[src/rtl/dbg_link_pkg.sv]
package dbg_link_pkg;
  typedef enum logic [1:0] {SRC_DATA, SRC_EMPTY, SRC_DELAY} frameSrc_e;

  typedef struct packed {
    logic      clear;
    logic      load;
    frameSrc_e src;
    logic      shift;
    logic      update;
  } drCtl_t;
endpackage

[src/rtl/dbg_link_dr_ctl.sv]
module dbg_link_dr_ctl
  import dbg_link_pkg::*;
(
  input  logic   tlr,
  input  logic   captureDr,
  input  logic   shiftDr,
  input  logic   updateDr,
  input  logic   txMode,
  input  logic   txValid,
  output drCtl_t ctl,
  output logic   txReady
);
  always_comb begin
    ctl.clear  = tlr;
    ctl.load   = captureDr && !tlr;
    if (!txMode)      ctl.src = SRC_EMPTY;
    else if (txValid) ctl.src = SRC_DATA;
    else              ctl.src = SRC_DELAY;
    ctl.shift  = shiftDr && !tlr && !captureDr;
    ctl.update = updateDr && !tlr && !captureDr && !shiftDr && !txMode;
    txReady    = ctl.load && (ctl.src == SRC_DATA);
  end
endmodule

[src/rtl/dbg_link_dr_dp.sv]
module dbg_link_dr_dp
  import dbg_link_pkg::*;
#(
  parameter int                DATA_W     = 8,
  parameter logic [DATA_W-1:0] EMPTY_CODE = 8'hEB,
  parameter logic [DATA_W-1:0] DELAY_CODE = 8'hDB
) (
  input  logic              tck,
  input  drCtl_t            ctl,
  input  logic              tdi,
  input  logic [DATA_W-1:0] txData,
  output logic              tdo,
  output logic              rxStrobe,
  output logic [DATA_W-1:0] rxData,
  output logic              rxParityErr
);
  localparam int FRAME_W = DATA_W + 1;

  logic [FRAME_W-1:0] shiftReg;
  logic [FRAME_W-1:0] loadFrame;

  // Marker frames carry inverted parity so the far end sees an error.
  always_comb begin
    case (ctl.src)
      SRC_DATA:  loadFrame = {^txData, txData};
      SRC_EMPTY: loadFrame = {~(^EMPTY_CODE), EMPTY_CODE};
      default:   loadFrame = {~(^DELAY_CODE), DELAY_CODE};
    endcase
  end

  always_ff @(posedge tck) begin
    if (ctl.clear)      shiftReg <= '0;
    else if (ctl.load)  shiftReg <= loadFrame;
    else if (ctl.shift) shiftReg <= {tdi, shiftReg[FRAME_W-1:1]};
  end

  always_ff @(posedge tck) begin
    if (ctl.clear) begin
      rxStrobe    <= 1'b0;
      rxData      <= '0;
      rxParityErr <= 1'b0;
    end else begin
      rxStrobe <= ctl.update;
      if (ctl.update) begin
        rxData      <= shiftReg[DATA_W-1:0];
        rxParityErr <= ^shiftReg;
      end
    end
  end

  assign tdo = shiftReg[0];
endmodule

[src/rtl/dbg_link_dr.sv]
module dbg_link_dr
  import dbg_link_pkg::*;
#(
  parameter int                DATA_W     = 8,
  parameter logic [DATA_W-1:0] EMPTY_CODE = 8'hEB,
  parameter logic [DATA_W-1:0] DELAY_CODE = 8'hDB
) (
  input  logic              tck,
  input  logic              tlr,
  input  logic              captureDr,
  input  logic              shiftDr,
  input  logic              updateDr,
  input  logic              tdi,
  output logic              tdo,
  input  logic              txMode,
  input  logic              txValid,
  input  logic [DATA_W-1:0] txData,
  output logic              txReady,
  output logic              rxStrobe,
  output logic [DATA_W-1:0] rxData,
  output logic              rxParityErr
);
  drCtl_t ctl;

  dbg_link_dr_ctl u_ctl (
    .tlr(tlr), .captureDr(captureDr), .shiftDr(shiftDr), .updateDr(updateDr),
    .txMode(txMode), .txValid(txValid), .ctl(ctl), .txReady(txReady)
  );

  dbg_link_dr_dp #(.DATA_W(DATA_W), .EMPTY_CODE(EMPTY_CODE), .DELAY_CODE(DELAY_CODE)) u_dp (
    .tck(tck), .ctl(ctl), .tdi(tdi), .txData(txData), .tdo(tdo),
    .rxStrobe(rxStrobe), .rxData(rxData), .rxParityErr(rxParityErr)
  );
endmodule

[config.mk]
export PLATFORM = sky130hd
export DESIGN_NAME = dbg_link_dr
export DESIGN_NICKNAME = d
export VERILOG_FILES = /design/src/rtl/dbg_link_pkg.sv /design/src/rtl/dbg_link_dr_ctl.sv /design/src/rtl/dbg_link_dr_dp.sv /design/src/rtl/dbg_link_dr.sv
export SDC_FILE = /design/constraint.sdc
export NUM_CORES = 1
export LEC_CHECK = 0
export ABC_AREA = 0
export CORE_MARGIN = 2
export CORE_UTILIZATION = 64
export CTS_CLUSTER_DIAMETER = 80
export CTS_CLUSTER_SIZE = 24
export DETAILED_ROUTE_END_ITERATION = 10
export DONT_BUFFER_PORTS = 1
export GPL_TIMING_DRIVEN = 0
export PLACE_DENSITY = 0.83
export SYNTH_ARGS = -nofsm -noshare
export SYNTH_HDL_FRONTEND = slang
export SYNTH_HIERARCHICAL = 1
export SYNTH_SLANG_ARGS = --single-unit
[constraint.sdc]
create_clock -name tck -period 3.8 [get_ports tck]
set_clock_uncertainty 0.1 [all_clocks]
set_input_delay 0.19 -clock tck [delete_from_list [all_inputs] [get_ports tck]]
set_output_delay 0.19 -clock tck [all_outputs]
set_load 0.02 [all_outputs]
==> impl_metrics.json <==
{
  "die_w_um": 43.0,
  "slowest_delay_ps": 630,
  "path_delay_family": "simple AND/OR/NAND/NOR gates",
  "clock_path_buffers": 2,
  "met2_length_um": 899,
  "dpl.hpwl_um": 1280,
  "wl_per_cell_um": 14.0,
  "postCtsHoldBufs": 3,
  "routed_wl_um": 1810,
  "drive_gt1_share_pct": 8.85,
  "worstHoldStart": "txData[7]",
  "seq_area_frac_synth_pct": 39.0,
  "num_rows": 14,
  "final_area_um2": 1050,
  "drv_slew": 0,
  "required_ps": 3880,
  "grt.total_usage_pct": 21.8,
  "yosysUniqueCellTypes": 28,
  "path_clk_slew_ps": 110,
  "cp-start-kind": "input port",
  "cts.sinks": 19,
  "die_y_um": 43.0,
  "clk_latency_ps": 290,
  "n_antenna_cell": 0,
  "total_power_mw": 0.388,
  "ff2ff_path_depth": 4,
  "ys.flop_type": "dfxtp_1",
  "crit_path_max_fanout": 10,
  "cp.arrival_ps": 1670,
  "placed_cell_area_um2": 995,
  "reg2reg_from": "u_dp/shiftReg[0]",
  "cpMaxStageDelayCell": "nor3b_1",
  "endpoint_kind": "register",
  "worstHoldPathType": "input port to register",
  "synth_edf_count": 0,
  "synth_top_cell_area_share_pct": 39.0,
  "area_growth_pct": 7.96,
  "p_leak_nw": 0.393,
  "routabilityCongestion": 0.830,
  "yosys_warnings": 6,
  "antenna_found_initial": 0,
  "syn_nets": 122,
  "grt_pass1_vias": 732,
  "syn_area_um2": 975,
  "crit_type": "input port to register",
  "grt_pass1_wl_um": 3010,
  "fin_crit_sh_pct": 41.8,
  "hold_viol": 0,
  "post-cts-setup-buffer-count": 0,
  "min_to": "u_dp/shiftReg[7]",
  "post-route-min-period_ps": 1590,
  "cp.buffers_inverters": 1,
  "cap_violations": 0,
  "async_reset_ff_share_pct": 0,
  "avgSynthCellArea_um2": 9.20,
  "wl_met1_um": 806,
  "yosys.area.top_type": "dfxtp_1",
  "clock.fmax_ghz": 0.630,
  "netlist_instances": 106,
  "r2r_end": "u_dp/rxParityErr",
  "numCtsBuffers": 3,
  "drt_iter0_markers": 18,
  "start_util_pct": 66.2,
  "max-slew-margin-rel_pct": 47.8,
  "core_um2": 1470,
  "worst_slew_pin_slew_ps": 782,
  "routed.top_layer": "met4",
  "htreeDepth": 1,
  "synth_seq_cells": 19,
  "grt_max_degree": 12,
  "wl_met3_um": 88,
  "vias": 744,
  "port_buffers": 0,
  "ant_nets": 0,
  "fin_nets": 130,
  "grt-ovfl-total": 0,
  "tns_ps": 0,
  "hold_ws_ps": 14.4,
  "layout_common_cells": "nor2_1, dfxtp_1, a211oi_1, xnor2_1, mux2i_1",
  "die_area_um2": 1850,
  "powerDensity_nw_per_um2": 369,
  "ios": 28,
  "dr.pass1.iters": 4,
  "post_cts_resized": 0,
  "drc": 0,
  "rsz0062_at_grt": "no",
  "vdd_drop_max_mv": 0.226,
  "ys_top_cells_by_area": "dfxtp_1, a211oi_1, mux2i_1",
  "cp_cell_sequence": "nor3b_1 -> buf_2 -> mux2_1 -> o21ai_1 -> nor2_1",
  "via_per_inst": 5.77,
  "cts_root_buf": "clkbuf_4",
  "hold_depth": 2,
  "multiInputGateArea_um2": 553,
  "cts_tree": "done",
  "fillers": 124,
  "seqCellArea_um2": 380,
  "setup_viol": 0,
  "status": "complete, no violations",
  "regToRegSetupSlack_ps": 2310
}
==> metrics by stage <==
step                util, %  instances  worst slack (ps)
floorplan                 -        106              2150
global placement       67.6        122              1930
detailed placement     67.6        122              1920
CTS                    71.5        129              2240
global route           71.5        129              2060
finish                 71.5        129              2210
==> flip-flops by register name, summed over array words and instances (netlist names) <==
register	flops
u_dp/shiftReg	9
u_dp/rxData	8
u_dp/rxParityErr	1
u_dp/rxStrobe	1
==> logic make-up after synthesis <==
logic type | count (synthesis) | share of synthesized area [%]
AO/OA/AOI/OAI | 19 | 14.0
XOR/XNOR | 13 | 13.1
buffers and inverters | 9 | 4.24
flip-flops | 19 | 39.0
multiplexers | 10 | 10.4
AND/OR/NAND/NOR | 36 | 19.3
==> layout make-up <==
class | count | share of cell area [%]
Buffer | 7 | 3.21
Inverter | 2 | 0.713
Tap cell | 16 | 1.90
Sequential cell | 19 | 36.1
Clock inverter | 1 | 0.476
Timing Repair Buffer | 3 | 2.85
Clock buffer | 3 | 2.14
Multi-Input combinational cell | 78 | 52.6
==> worst max path at each step <==
stage	from	depth (start not counted)	end
2_1_floorplan	tlr	5	u_dp/shiftReg[5]
3_3_place_gp	tlr	5	u_dp/shiftReg[5]
3_5_place_dp	tlr	5	u_dp/shiftReg[5]
4_1_cts	tlr	5	u_dp/shiftReg[5]
5_1_grt	tlr	5	u_dp/shiftReg[5]
6_report	tlr	5	u_dp/shiftReg[5]
==> synth_stat cells (2+ instances only) <==
| cell | n |
|---|---|
| xnor2_1 | 10 |
| buf_1 | 2 |
| nand2b_1 | 2 |
| inv_1 | 2 |
| o21ai_1 | 2 |
| a211oi_1 | 13 |
| mux2i_1 | 9 |
| dfxtp_1 | 19 |
| xor2_1 | 2 |
| nor2_1 | 19 |
| nor2b_1 | 7 |
| buf_2 | 3 |
==> power by group <==
group	leakage (nW)	switching, mW	internal, mW	total [mW]
Clock	0.0177	0.0620	0.0392	0.101
Sequential	0.155	0.0103	0.207	0.217
Combinational	0.221	0.0314	0.0382	0.0696
Total	0.393	0.104	0.284	0.388
==> metal layers <==
metal  GRT usage, %  vias to the layer above
met5              0                        -
met4           13.3                        0
li1               -                      378
met2           35.5                       29
met3           2.98                        2
met1           26.9                      335
==> worst reg2reg max path: cells and delay by family (launching register included) <==
family | cells | cell delay [ps]
AND/OR/NAND/NOR | 1 | 100
AO/OA/AOI/OAI | 1 | 100
flip-flops | 1 | 520
XOR/XNOR | 2 | 560
No activity file was read; power rests on OpenSTA's default activity.
